$ cat config.mk
export PLATFORM = sky130hd
export DESIGN_NAME = irq_qualifier
export DESIGN_NICKNAME = d
export VERILOG_FILES = /design/src/rtl/irq_qualifier.sv
export SDC_FILE = /design/constraint.sdc
export NUM_CORES = 1
export LEC_CHECK = 0
export ABC_AREA = 1
export BUFFER_PORTS_ARGS = -buffer_cell sky130_fd_sc_hd__buf_2
export CAP_MARGIN = 30
export CORE_MARGIN = 3
export CORE_UTILIZATION = 55
export CTS_CLUSTER_DIAMETER = 200
export DETAILED_ROUTE_END_ITERATION = 7
export GPL_TIMING_DRIVEN = 0
export PLACE_DENSITY = 0.75
export SYNTH_ARGS = -nofsm -noshare
export SYNTH_HDL_FRONTEND = slang
export SYNTH_SLANG_ARGS = --single-unit
$ cat constraint.sdc
create_clock -name clk -period 17.9 [get_ports clk]
set_input_delay 2.685 -clock clk [delete_from_list [all_inputs] [get_ports clk]]
set_output_delay 2.685 -clock clk [all_outputs]
set_load 0.01 [all_outputs]
$ cat src/rtl/irq_qualifier.sv
module irq_qualifier #(
  parameter int NUM_SRC  = 8,
  parameter int PRIO_W   = 3,
  parameter int VEC_BASE = 16,
  parameter int NUM_W    = 8,
  localparam int IDX_W   = $clog2(NUM_SRC),
  localparam int ADDR_W  = IDX_W + 1
) (
  input  logic               clk,
  input  logic               rst_n,
  input  logic [NUM_SRC-1:0] trig,
  input  logic               wr_en,
  input  logic [ADDR_W-1:0]  wr_addr,
  input  logic [NUM_SRC-1:0] wr_data,
  output logic               irq_valid,
  output logic [NUM_W-1:0]   irq_number
);

  logic [NUM_SRC-1:0] arm_q, flag_q, eligible, clr_mask;
  logic               dis_q;
  logic [PRIO_W-1:0]  thr_q;
  logic [PRIO_W-1:0]  prio_q [NUM_SRC];

  wire wr_arm  = wr_en && wr_addr == ADDR_W'(0);
  wire wr_clr  = wr_en && wr_addr == ADDR_W'(1);
  wire wr_dis  = wr_en && wr_addr == ADDR_W'(2);
  wire wr_thr  = wr_en && wr_addr == ADDR_W'(3);
  wire wr_prio = wr_en && wr_addr[ADDR_W-1];

  assign clr_mask = wr_clr ? wr_data : '0;

  always_ff @(posedge clk) begin
    if (!rst_n) begin
      arm_q  <= '0;
      flag_q <= '0;
      dis_q  <= 1'b1;
      thr_q  <= '0;
    end else begin
      flag_q <= (flag_q & ~clr_mask) | trig;
      if (wr_arm) arm_q <= wr_data;
      if (wr_dis) dis_q <= wr_data[0];
      if (wr_thr) thr_q <= wr_data[PRIO_W-1:0];
    end
  end

  for (genvar i = 0; i < NUM_SRC; i++) begin : g_src
    always_ff @(posedge clk) begin
      if (!rst_n)
        prio_q[i] <= '0;
      else if (wr_prio && wr_addr[IDX_W-1:0] == IDX_W'(i))
        prio_q[i] <= wr_data[PRIO_W-1:0];
    end
    assign eligible[i] = flag_q[i] && arm_q[i] && !dis_q &&
                         (thr_q == '0 || prio_q[i] < thr_q);
  end

  logic              found;
  logic [IDX_W-1:0]  best_i;
  logic [PRIO_W-1:0] best_p;

  always_comb begin
    found  = 1'b0;
    best_i = '0;
    best_p = '1;
    for (int i = 0; i < NUM_SRC; i++) begin
      if (eligible[i] && (!found || prio_q[i] < best_p)) begin
        found  = 1'b1;
        best_i = IDX_W'(i);
        best_p = prio_q[i];
      end
    end
  end

  assign irq_valid  = found;
  assign irq_number = found ? NUM_W'(VEC_BASE) + NUM_W'(best_i) : '0;

  logic [IDX_W-1:0] out_idx;
  assign out_idx = IDX_W'(irq_number - NUM_W'(VEC_BASE));

  AST_ARMED_ONLY: assert property (@(posedge clk) disable iff (!rst_n)
    irq_valid |-> arm_q[out_idx]);
  AST_FLAG_STICKY: assert property (@(posedge clk) disable iff (!rst_n)
    1'b1 |=> ((flag_q & $past(flag_q & ~clr_mask)) == $past(flag_q & ~clr_mask)));
  AST_GLOBAL_OFF: assert property (@(posedge clk) disable iff (!rst_n)
    dis_q |-> !irq_valid);
  AST_LEVEL_GATE: assert property (@(posedge clk) disable iff (!rst_n)
    (irq_valid && thr_q != '0) |-> prio_q[out_idx] < thr_q);
  AST_NEEDS_FLAG: assert property (@(posedge clk) disable iff (!rst_n)
    irq_valid |-> flag_q[out_idx]);
  AST_TRIG_WINS: assert property (@(posedge clk) disable iff (!rst_n)
    (|trig) |=> ((flag_q & $past(trig)) == $past(trig)));
  AST_IDLE_NUMBER: assert property (@(posedge clk) disable iff (!rst_n)
    !irq_valid |-> irq_number == '0);
  AST_NUMBER_RANGE: assert property (@(posedge clk) disable iff (!rst_n)
    irq_valid |-> (irq_number >= NUM_W'(VEC_BASE) &&
                   irq_number < NUM_W'(VEC_BASE + NUM_SRC)));

endmodule

==> summary.md, run 1 <==
| Metric | Value |
|---|---|
| CP Max Fanout | `10` |
| Placement Setup Slack | `7560 ps` |
| DRC violations left | `0` |
| CTS tree | `built` |
| Routed WL | `6260 µm` |
| Outcome | `completed` |
| Post_cts resized | `0` |
| Setup CP Type | `reg2out` |
| Total Power | `204 µW` |
| Number of I/O port buffers | `27` |
| Core Area | `5240 µm²` |
| Hold Path Class | `reg2reg` |
| Reg2reg setup slack | `17170 ps` |
| Levels on crit path | `60` |
| Antenna viol nets, final | `0` |
| Worst Reg-to-Reg Cells | `2` |
| Most frequent CP cell | `nand2_1` |
| H-tree depth | `2` |
| CTS Buf Count | `5` |
| Hold_buf cts | `0` |
| Max Root-Sink Buffers | `2` |
| CP peak stage delay | `320 ps` |
| Worst-Margin Slew | `966 ps` |
| Initial Utilization | `0.583` |
| Final-report hold violation count | `0` |
| Min Tclk post-route | `10660 ps` |
| Final Skew | `0 ps` |
| Max cap viols | `0` |
| Worst-Skew Late Latency | `290 ps` |
| Max transition margin | `0.355` |
| Met1 Usage GRT | `0.286` |
| RD Place Congestion | `0.830` |
| Gr busiest metal | `met2` |
| Cell taking the most area after synthesis | `edfxtp_1` |
| Grt total ovfl | `0` |
| Met3 Use GR | `0.0291` |
| Buffers & Inverters on Critical Path | `7` |
| IO Count | `32` |
| Synthesized area | `3050 µm²` |
| Main synth FF type | `edfxtp_1` |
| Share of cells above drive strength 1 | `0.144` |
| Critical Path End Type | `primary output` |
| Critical Path Source Type | `flop` |
| Reg2Reg Capture Point | `thr_q[2]` |
| Via density per instance | `5.22` |
| VDD IR-drop max | `0.0000541 V` |
| PD cells | `60.5 nW/µm²` |
| Delay-heaviest family, CP | `simple AND/OR/NAND/NOR gates` |
| CP Data Required Time | `15210 ps` |
| Unrepaired setup endpoints after global routing | `no` |
| DIE AREA | `6480 µm²` |
| Maximum operating frequency | `93.8 MHz` |
| Cell count after synthesis | `420` |
| Post-Syn Area per Cell | `7.27 µm²` |
| Worst EP arrival | `7970 ps` |
| N_diodes | `0` |
| Initial antenna violation count | `0` |
| Synthesis-to-layout area growth | `10.7%` |
| DR pass1 iterations | `5` |
| Yosys reg bits | `44` |
| Vias | `2755` |
| Synth top area share | `0.236` |
| Drt initial violations | `150` |
| Final nets | `505` |
| Setup ws final | `7240 ps` |
| Slowest-stage cell, CP | `dfxtp_1` |
| Die width | `80.5 µm` |
| CTS root buf | `clkbuf_8` |
| Routed WL per cell | `11.9 µm` |
| Slew Limit Fails | `0` |
| Number of synthesized flops with an enable pin | `24` |
| Unique masters post-synth | `25` |
| Total track usage | `0.220` |
| Reg-to-Reg Start | `thr_q[2]` |
| Die H | `80.5 µm` |
| Crit. Startpoint | `thr_q[2]` |
| Site row count | `26` |
| Lkg Pwr | `0.00163 µW` |
| Postcts setup bufs | `0` |
| Async SR Flop Fraction | `0` |
| Reg clk slew, reported paths | `80 ps` |
| Most common cell after layout, fill and taps aside | `nand2_1` |
| Met2 Use GR | `0.381` |
| Most frequent cells in the layout | `nand2_1 (101), nand3_1 (55), nor2_1 (43)` |
| Top cells by area, synth | `edfxtp_1 (24%), dfxtp_1 (13%), nand2_1 (12%)` |
| Final setup vio count | `0` |
| Largest net degree at the start of global routing | `14` |
| Fin crit share | `0.595` |
| Vias in the first global route | `2609` |
| CP endpoint | `irq_number[1]` |
| First-pass GRT wire length | `11400 µm` |
| YS warnings | `0` |
| Sink Count | `44` |
| Sum Neg Setup Slack | `0 ps` |
| Sequential area share after synthesis | `0.367` |
| Post-DP HPWL | `5080 µm` |
[worst reg2reg max path: stages (launching register included)]
cell,delay (ps)
dfxtp_1,320
inv_2,200
a21oi_1,100
[layout make-up]
| cell class | count | area, µm² |
|---|---|---|
| fill | 496 | 1860 |
| multi-input combinational | 316 | 1690 |
| sequential | 44 | 1120 |
| inverter | 53 | 201 |
| timing repair buffer | 27 | 135 |
| tap | 70 | 87.6 |
| clock buffer | 7 | 86.3 |
| buffer | 10 | 56.3 |
| clock inverter | 1 | 6.26 |
[metrics by stage]
stage / instances / hold slack, ps / area (µm²) / util
6_report: 528 / 466 / 3380 / 0.645
5_1_grt: 528 / 491 / 3380 / 0.645
4_1_cts: 528 / 467 / 3380 / 0.645
3_5_place_dp: 520 / 456 / 3290 / 0.628
3_3_place_gp: 520 / 449 / 3290 / 0.628
2_1_floorplan: 423 / 441 / 3070 / -
[synthesized netlist by cell type, types with 4 or more instances]
| cell | n |
|---|---|
| nand2_1 | 101 |
| nand3_1 | 55 |
| nor2_1 | 43 |
| inv_1 | 42 |
| a21oi_1 | 38 |
| ha_1 | 25 |
| edfxtp_1 | 24 |
| dfxtp_1 | 20 |
| o21ai_0 | 17 |
| nand2_2 | 9 |
| clkinv_1 | 8 |
| o211ai_1 | 7 |
| nand2_4 | 6 |
| buf_4 | 5 |
| clkbuf_1 | 5 |
| or2_2 | 4 |
[per-layer routing]
metal,vias up,part of all wire
li1,1461,-
met1,1222,0.48
met2,66,0.47
met3,6,0.045
met4,0,0.0077
met5,-,0
[cells by family after synthesis]
family                   after synthesis  share of synthesized area
buffers and inverters                 63                     0.0844
flip-flops                            44                      0.367
AND/OR/NAND/NOR                      224                      0.335
other                                  1                    0.00123
AO/OA/AOI/OAI                         63                      0.110
adder cells (fa/ha/maj)               25                      0.102
[power breakdown]
group          internal (µW)  switching (µW)  total (µW)
sequential               111            3.97         115
combinational           9.70            15.9        25.6
clock                   31.5            31.9        63.4
[how the worst min path moves through the flow]
stage | start | endpoint | slack [ps] | cells after the start
5_1_grt | arm_q[5] | arm_q[5] | 490 | 2
3_5_place_dp | arm_q[1] | arm_q[1] | 460 | 2
2_1_floorplan | arm_q[0] | arm_q[0] | 440 | 2
4_1_cts | arm_q[5] | arm_q[5] | 470 | 2
3_3_place_gp | arm_q[3] | arm_q[3] | 450 | 2
6_report | arm_q[7] | arm_q[7] | 470 | 2
[flip-flops by register name (all words and copies together) (netlist names)]
signal,count
dis_q,1
thr_q,3
arm_q,8
flag_q,8
prio_q,24
No activity file was read; power rests on OpenSTA's default activity.
==> run 2, diff against run 1 <==
--- a/config.mk
+++ b/config.mk
@@ -9,11 +9,11 @@
 export BUFFER_PORTS_ARGS = -buffer_cell sky130_fd_sc_hd__buf_2
 export CAP_MARGIN = 30
 export CORE_MARGIN = 3
-export CORE_UTILIZATION = 55
+export CORE_UTILIZATION = 54
 export CTS_CLUSTER_DIAMETER = 200
 export DETAILED_ROUTE_END_ITERATION = 7
 export GPL_TIMING_DRIVEN = 0
-export PLACE_DENSITY = 0.75
+export PLACE_DENSITY = 0.77
 export SYNTH_ARGS = -nofsm -noshare
 export SYNTH_HDL_FRONTEND = slang
 export SYNTH_SLANG_ARGS = --single-unit
==> constraint.sdc (replaced) <==
create_clock -name clk -period 8.8 [get_ports clk]
set_input_delay 1.32 -clock clk [delete_from_list [all_inputs] [get_ports clk]]
set_output_delay 1.32 -clock clk [all_outputs]
set_load 0.01 [all_outputs]
==> run 2 against run 1 <==
Effect of this change:
- global-route usage down 1.0 points
- worst setup slack worse by 7200 ps
- sequential share of layout area decreased by 4.0 points
- via count is 4.7% higher
- cell count grew 5.5%
- core utilization is 8.0 points higher
- critical path type unchanged
- critical endpoint is now irq_number[2]
- combinational power increased by 130%
- clock power grew 91%
- worst hold slack got worse by 1.4 ps
- flip-flop and latch count unchanged
- count of clock-buffer cells in the layout is 1 lower
- register-to-register slack got worse by 9100 ps
==> summary.md, run 2 (synthesis gave the netlist of run 1 again) <==
| Metric | Value |
|---|---|
| Outcome | `completed (unchanged)` |
| Reg-to-Reg Start | `thr_q[2] (unchanged)` |
| Met1 Usage GRT | `0.279 (was 0.286)` |
| Drt initial violations | `149 (was 150)` |
| CP Max Fanout | `7 (was 10)` |
| Fin crit share | `0.992` |
| Max cap viols | `0 (unchanged)` |
| Vias | `2884 (was 2755)` |
| Post-DP HPWL | `4980 µm (was 5080 µm)` |
| Die H | `81.2 µm (was 80.5 µm)` |
| CTS Buf Count | `5 (unchanged)` |
| Number of I/O port buffers | `27 (unchanged)` |
| Critical Path Source Type | `flop (unchanged)` |
| Maximum operating frequency | `115 MHz` |
| Largest net degree at the start of global routing | `14 (unchanged)` |
| Lkg Pwr | `0.00180 µW (was 0.00163 µW)` |
| Synthesis-to-layout area growth | `26.0% (was 10.7%)` |
| Most common cell after layout, fill and taps aside | `nand2_1 (unchanged)` |
| Final nets | `534 (was 505)` |
| Unrepaired setup endpoints after global routing | `yes (was no)` |
| Hold Path Depth | `2 (unchanged)` |
| Share of cells above drive strength 1 | `0.273 (was 0.144)` |
| Reg2Reg Capture Point | `thr_q[2] (unchanged)` |
| Via density per instance | `5.18 (was 5.22)` |
| CP peak stage delay | `440 ps (was 320 ps)` |
| Slew Limit Fails | `0 (unchanged)` |
| Antenna viol nets, final | `0 (unchanged)` |
| Die width | `81.2 µm (was 80.5 µm)` |
| Clock power share | `0.291 (was 0.310)` |
| CTS root buf | `clkbuf_8 (unchanged)` |
| Seq pwr share | `0.569 (was 0.565)` |
| Hold Path Class | `reg2reg (unchanged)` |
| Most frequent CP cell | `nand2_2 (was nand2_1)` |
| Vias in the first global route | `2528 (was 2609)` |
| Worst Reg-to-Reg Cells | `3 (was 2)` |
| Initial antenna violation count | `0 (unchanged)` |
| Worst EP arrival | `7410 ps (was 7970 ps)` |
| CP Data Required Time | `7480 ps (was 15210 ps)` |
| Total Power | `416 µW (was 204 µW)` |
| Core Area | `5300 µm² (was 5240 µm²)` |
| Worst-Skew Late Latency | `300 ps (was 290 ps)` |
| Worst-Margin Slew | `967 ps (was 966 ps)` |
| PD cells | `108 nW/µm² (was 60.5 nW/µm²)` |
| IO Count | `32 (unchanged)` |
| Largest register FFs | `24 (unchanged)` |
| Switch share | `0.266 (was 0.253)` |
| Hold_sp | `arm_q[7] (unchanged)` |
| H-tree depth | `2 (unchanged)` |
| Max transition margin | `0.354 (was 0.355)` |
| Delay-heaviest family, CP | `simple AND/OR/NAND/NOR gates (unchanged)` |
| Reg2reg setup slack | `8060 ps (was 17170 ps)` |
| Final Skew | `0 ps (unchanged)` |
| Min Tclk post-route | `8730 ps` |
| Post-layout util | `0.726 (was 0.645)` |
| Routed WL per cell | `12.7 µm (was 11.9 µm)` |
| Met3 Use GR | `0.0310 (was 0.0291)` |
| Final setup vio count | `0 (unchanged)` |
| Int Pwr | `305 µW (was 153 µW)` |
| P_sw | `111 µW (was 51.8 µW)` |
| Met2 Use GR | `0.351 (was 0.381)` |
| Initial Utilization | `0.576 (was 0.583)` |
| Total track usage | `0.210 (was 0.220)` |
| Gate power share | `0.140 (was 0.125)` |
| Gr busiest metal | `met2 (unchanged)` |
| CTS tree | `built (unchanged)` |
| Hold Path Sink | `arm_q[7] (unchanged)` |
| Most frequent cells in the layout | `nand2_1 (87), nand3_1 (54), nor2_1 (42) (was nand2_1 (101), nand3_1 (55), nor2_1 (43))` |
| DR pass1 iterations | `5 (unchanged)` |
| Routed WL | `7060 µm (was 6260 µm)` |
| Grt total ovfl | `0 (unchanged)` |
| N_diodes | `0 (unchanged)` |
| Max Root-Sink Buffers | `2 (unchanged)` |
| RD Place Congestion | `0.836 (was 0.830)` |
| Setup CP Type | `reg2out (unchanged)` |
| Buffers & Inverters on Critical Path | `6 (was 7)` |
| Reg clk slew, reported paths | `80 ps (about the same)` |
| Final-report hold violation count | `0 (unchanged)` |
| VDD IR-drop max | `0.000118 V (was 0.0000541 V)` |
| Slowest-stage cell, CP | `edfxtp_1 (was dfxtp_1)` |
| Sink Count | `44 (unchanged)` |
| DRC violations left | `0 (unchanged)` |
| First-pass GRT wire length | `10800 µm (was 11400 µm)` |
| DIE AREA | `6590 µm² (was 6480 µm²)` |
| Hold_buf cts | `0 (unchanged)` |
| Most flops, register | `prio_q (unchanged)` |
| Site row count | `26 (unchanged)` |
| Critical Path End Type | `primary output (unchanged)` |
| Biggest regs | `prio_q (24), arm_q (8), flag_q (8) (unchanged)` |
==> run 2: power by group through the flow <==
stage	Combinational, µW	Sequential [µW]	Clock, µW
2_1_floorplan	37.3	236	0
4_1_cts	52.1	235	121
6_report	58.1	237	121
5_1_grt	67.0	238	129
3_5_place_dp	51.7	239	0
3_3_place_gp	49.7	239	0
==> run 2: repair_timing <==
item | CTS | global route
pin swaps | 0 | 47
buffers inserted | 0 | 29
setup endpoints to repair | 3 | 3
gates resized for setup | 14 | 52
==> run 2: worst max-delay path by stage <==
stage / from / end / slack, ps / cells after the start
final: prio_q[0][2] / irq_number[2] / 70 / 61
after floorplan: thr_q[2] / irq_number[0] / 760 / 60
after global placement: thr_q[2] / irq_number[0] / -50 / 61
after detailed placement: thr_q[2] / irq_number[2] / -260 / 61
after CTS: thr_q[2] / irq_number[2] / 40 / 66
after global routing: prio_q[0][2] / irq_number[2] / -390 / 64
==> run 2: worst register-to-register path: stages (launching register included) <==
cell      delay [ps]
dfxtp_2          350
clkinv_4          80
buf_4            140
a21oi_1          100
==> run 2: through the flow <==
| stage | instances | setup TNS (ps) | cell area (µm²) | hold WS (ps) | setup slack, ps |
|---|---|---|---|---|---|
| 2_1_floorplan | 423 | 0 | 3070 | 441 | 759 |
| 3_3_place_gp | 520 | -160 | 3290 | 450 | -53.7 |
| 3_5_place_dp | 520 | -762 | 3290 | 454 | -257 |
| 4_1_cts | 528 | 0 | 3400 | 465 | 37.0 |
| 5_1_grt | 557 | -1130 | 3850 | 479 | -392 |
| 6_report | 557 | 0 | 3850 | 464 | 68.0 |
==> run 2: routing by layer <==
metal  up-vias  part of all wire
met5         -                 0
met2        71              0.50
met4         0            0.0099
li1       1516                 -
met3         8             0.045
met1      1289              0.45
==> run 2: final cells by class <==
cell class	instances	area, µm²
buffer	10	56.3
timing repair buffer	56	357
multi-input combinational	316	1930
fill	428	1460
clock inverter	2	11.3
sequential	44	1120
inverter	53	211
tap	70	87.6
clock buffer	6	72.6
==> run 3, diff against run 2 <==
--- a/config.mk
+++ b/config.mk
@@ -5,7 +5,6 @@
 export SDC_FILE = /design/constraint.sdc
 export NUM_CORES = 1
 export LEC_CHECK = 0
-export ABC_AREA = 1
 export BUFFER_PORTS_ARGS = -buffer_cell sky130_fd_sc_hd__buf_2
 export CAP_MARGIN = 30
 export CORE_MARGIN = 3
==> run 3 against run 2 <==
Effect of this change:
- the run now ends with negative setup slack left
- flip-flop and latch count stayed put
- largest power group unchanged
- count of clock-buffer cells in the layout rose by 1
- core utilization is 0.75 points lower
==> summary.md, run 3 <==
| Metric | Value |
|---|---|
| Cell count after synthesis | `369 (was 420)` |
| Critical Path Source Type | `flop (unchanged)` |
| Slowest-stage cell, CP | `edfxtp_1 (unchanged)` |
| Lkg Pwr | `0.00172 µW (was 0.00180 µW)` |
| Final Skew | `0 ps (unchanged)` |
| Initial Utilization | `0.564 (was 0.576)` |
| Fin crit share | `1.14 (was 0.992)` |
| Die width | `85.1 µm (was 81.2 µm)` |
| Async SR Flop Fraction | `0 (unchanged)` |
| CP peak stage delay | `460 ps (was 440 ps)` |
| Vias | `3074 (was 2884)` |
| Reg-to-Reg Start | `dis_q (was thr_q[2])` |
| Total track usage | `0.246 (was 0.210)` |
| Top cells by area, synth | `edfxtp_1 (21%), dfxtp_1 (12%), ha_1 (9.3%) (was edfxtp_1 (24%), dfxtp_1 (13%), nand2_1 (12%))` |
| Hold Path Depth | `2 (unchanged)` |
| Most frequent cells in the layout | `buf_4 (41), buf_2 (27), nand2_1 (26) (was nand2_1 (87), nand3_1 (54), nor2_1 (42))` |
| Initial antenna violation count | `0 (unchanged)` |
| Antenna viol nets, final | `0 (unchanged)` |
| Number of I/O port buffers | `27 (unchanged)` |
| First-pass GRT wire length | `14400 µm (was 10800 µm)` |
| Count leader, synth | `nand2_1 (unchanged)` |
| Synth cell count leaders | `nand2_1 (28), and2_1 (25), ha_1 (25), o21ai_0 (25), edfxtp_1 (24) (was nand2_1 (101), nand3_1 (55), nor2_1 (43), inv_1 (42), a21oi_1 (38))` |
| Critical Path End Type | `primary output (unchanged)` |
| Drt initial violations | `177 (was 149)` |
| Post-DP HPWL | `6060 µm (was 4980 µm)` |
| Worst-Margin Slew | `621 ps (was 967 ps)` |
| Setup CP Type | `reg2out (unchanged)` |
| Cell taking the most area after synthesis | `edfxtp_1 (unchanged)` |
| CP Data Required Time | `7480 ps (about the same)` |
| DR pass1 iterations | `5 (unchanged)` |
| N_diodes | `0 (unchanged)` |
| Share of cells above drive strength 1 | `0.318 (was 0.273)` |
| Sequential cell area | `1130 µm² (was 1120 µm²)` |
| DIE AREA | `7240 µm² (was 6590 µm²)` |
| Worst-Skew Late Latency | `290 ps (was 300 ps)` |
| Slew Limit Fails | `0 (unchanged)` |
| Reg2Reg Capture Point | `dis_q (was thr_q[2])` |
| Outcome | `finished with violations (was completed)` |
| Final nets | `491 (was 534)` |
| Synth top area share | `0.213 (was 0.236)` |
| Post-Syn Area per Cell | `9.15 µm² (was 7.27 µm²)` |
| Post-route cell area | `4300 µm² (was 3850 µm²)` |
| Routed WL | `8660 µm (was 7060 µm)` |
| Final-report hold violation count | `0 (unchanged)` |
| Core Area | `5990 µm² (was 5300 µm²)` |
| Vias in the first global route | `2999 (was 2528)` |
| Grt total ovfl | `0 (unchanged)` |
| Final setup vio count | `3 (was 0)` |
| CP Max Fanout | `6 (was 7)` |
| Sequential area share after synthesis | `0.332 (was 0.367)` |
| YS warnings | `0 (unchanged)` |
| Most flops, register | `prio_q (unchanged)` |
| Reg2reg setup slack | `7920 ps (was 8060 ps)` |
| Reg clk slew, reported paths | `80 ps (about the same)` |
| Fillers | `436 (was 428)` |
| Main synth FF type | `edfxtp_1 (unchanged)` |
| Largest net degree at the start of global routing | `13 (was 14)` |
| Placement Setup Slack | `-1810 ps (was -257 ps)` |
| RD Place Congestion | `0.915 (was 0.836)` |
| Layout Cells excl Fill | `519 (was 557)` |
| Via density per instance | `5.92 (was 5.18)` |
| Cells after DPL | `474 (was 520)` |
| Hold Path Class | `reg2reg (unchanged)` |
| H-tree depth | `2 (unchanged)` |
| Maximum operating frequency | `100 MHz (was 115 MHz)` |
| Failing checks | `negative setup slack` |
| Setup ws final | `-1200 ps (was 68.0 ps)` |
| Site row count | `28 (was 26)` |
| VDD IR-drop max | `0.000125 V (was 0.000118 V)` |
| Unrepaired setup endpoints after global routing | `yes (unchanged)` |
| Min Tclk post-route | `10000 ps (was 8730 ps)` |
| Max transition margin | `0.585 (was 0.354)` |
| Worst Reg-to-Reg Cells | `3 (unchanged)` |
| DRC violations left | `0 (unchanged)` |
| Max Root-Sink Buffers | `2 (unchanged)` |
| IO Count | `32 (unchanged)` |
| CTS root buf | `clkbuf_8 (unchanged)` |
| Synthesized area | `3380 µm² (was 3050 µm²)` |
| Total Power | `415 µW (was 416 µW)` |
| PD cells | `96.4 nW/µm² (was 108 nW/µm²)` |
| CTS tree | `built (unchanged)` |
| Area after DPL | `3770 µm² (was 3290 µm²)` |
| Sink Count | `44 (unchanged)` |
| Biggest regs | `prio_q (24), arm_q (8), flag_q (8) (unchanged)` |
| Buffers & Inverters on Critical Path | `6 (unchanged)` |
| Hold_sp | `flag_q[2] (was arm_q[7])` |
| CTS Buf Count | `5 (unchanged)` |
| Delay-heaviest family, CP | `compound AO/OA/AOI/OAI gates (was simple AND/OR/NAND/NOR gates)` |
| Synthesis-to-layout area growth | `27.4% (was 26.0%)` |
| Yosys reg bits | `44 (unchanged)` |
| Die H | `85.1 µm (was 81.2 µm)` |
| Worst EP arrival | `8680 ps (was 7410 ps)` |
| Max cap viols | `0 (unchanged)` |
| Most frequent CP cell | `ha_4 (was nand2_2)` |
| Routed WL per cell | `16.7 µm (was 12.7 µm)` |
| Number of synthesized flops with an enable pin | `24 (unchanged)` |
| Most common cell after layout, fill and taps aside | `buf_4 (was nand2_1)` |
| Largest register FFs | `24 (unchanged)` |
| Sum Neg Setup Slack | `-3200 ps (was 0 ps)` |
| Hold Path Sink | `flag_q[2] (was arm_q[7])` |
| Footprint of the multi-input gates | `2430 µm² (was 1930 µm²)` |
| Unique masters post-synth | `64 (was 25)` |
run 3: cell count changes after synthesis, moves of 21 or more:
cell,delta
nand2_1,-73
nand3_1,-51
inv_1,-29
and2_1,+25
a21oi_1,-24
nor2_1,-21
nor2b_1,+21
run 3: repair_timing:
| item | 4_1_cts | 5_1_grt |
|---|---|---|
| hold buffers | 0 | 0 |
| gates resized for setup | 25 | 11 |
| endpoints found under the setup margin | 3 | 3 |
| pin swaps | 24 | 13 |
| setup buffers | 27 | 10 |
run 3: area by class of cell:
cell class / instances / share of cell area
tap: 75 / 0.0218
timing repair buffer: 64 / 0.0969
inverter: 13 / 0.0137
clock buffer: 7 / 0.0177
sequential: 44 / 0.263
buffer: 15 / 0.0209
multi-input combinational: 300 / 0.565
clock inverter: 1 / 0.000873
run 3: layer usage:
metal / wire length, µm / vias to the layer above / track usage
li1: - / 1501 / -
met1: 3810 / 1452 / 0.318
met2: 4270 / 99 / 0.415
met3: 353 / 22 / 0.0243
met4: 224 / 0 / 0.111
met5: 0 / - / 0
run 3: metrics by stage:
| step | utilization | hold WS, ps |
|---|---|---|
| after floorplan | - | 473 |
| after global placement | 0.630 | 489 |
| after detailed placement | 0.630 | 496 |
| after CTS | 0.696 | 515 |
| after global routing | 0.718 | 554 |
| final | 0.718 | 514 |
run 3: logic make-up (layout without fill, tap and decap cells):
family | after synthesis | after routing | share of synthesized area
compound gates | 111 | 111 | 0.247
fa+ha+maj | 26 | 26 | 0.0956
buf+inv | 28 | 100 | 0.0411
flops | 44 | 44 | 0.332
mux | 15 | 15 | 0.0493
other cells | 1 | 4 | 0.00111
simple gates | 144 | 144 | 0.233
run 3: tightest hold or removal path, stage by stage, from the launching register on:
cell	delay (ps)
dfxtp_1	340
a21oi_1	60
nor2b_1	80
run 3: worst max path at each step:
stage                       startpoint       endpoint  slack (ps)  depth (start not counted)
final                     prio_q[0][1]  irq_number[0]       -1200                         46
after global routing      prio_q[0][1]  irq_number[0]       -1480                         48
after CTS                 prio_q[0][1]  irq_number[0]       -1080                         48
after detailed placement  prio_q[0][1]  irq_number[0]       -1810                         49
after global placement        thr_q[0]  irq_number[0]       -1600                         49
after floorplan           prio_q[0][1]  irq_number[0]        -690                         48
run 3: where the power goes:
part	internal (µW)	leakage, µW	switching (µW)
Combinational	27.2	0.00128	32.0
Clock	55.2	0.0000399	61.2
Sequential	226	0.000396	12.6
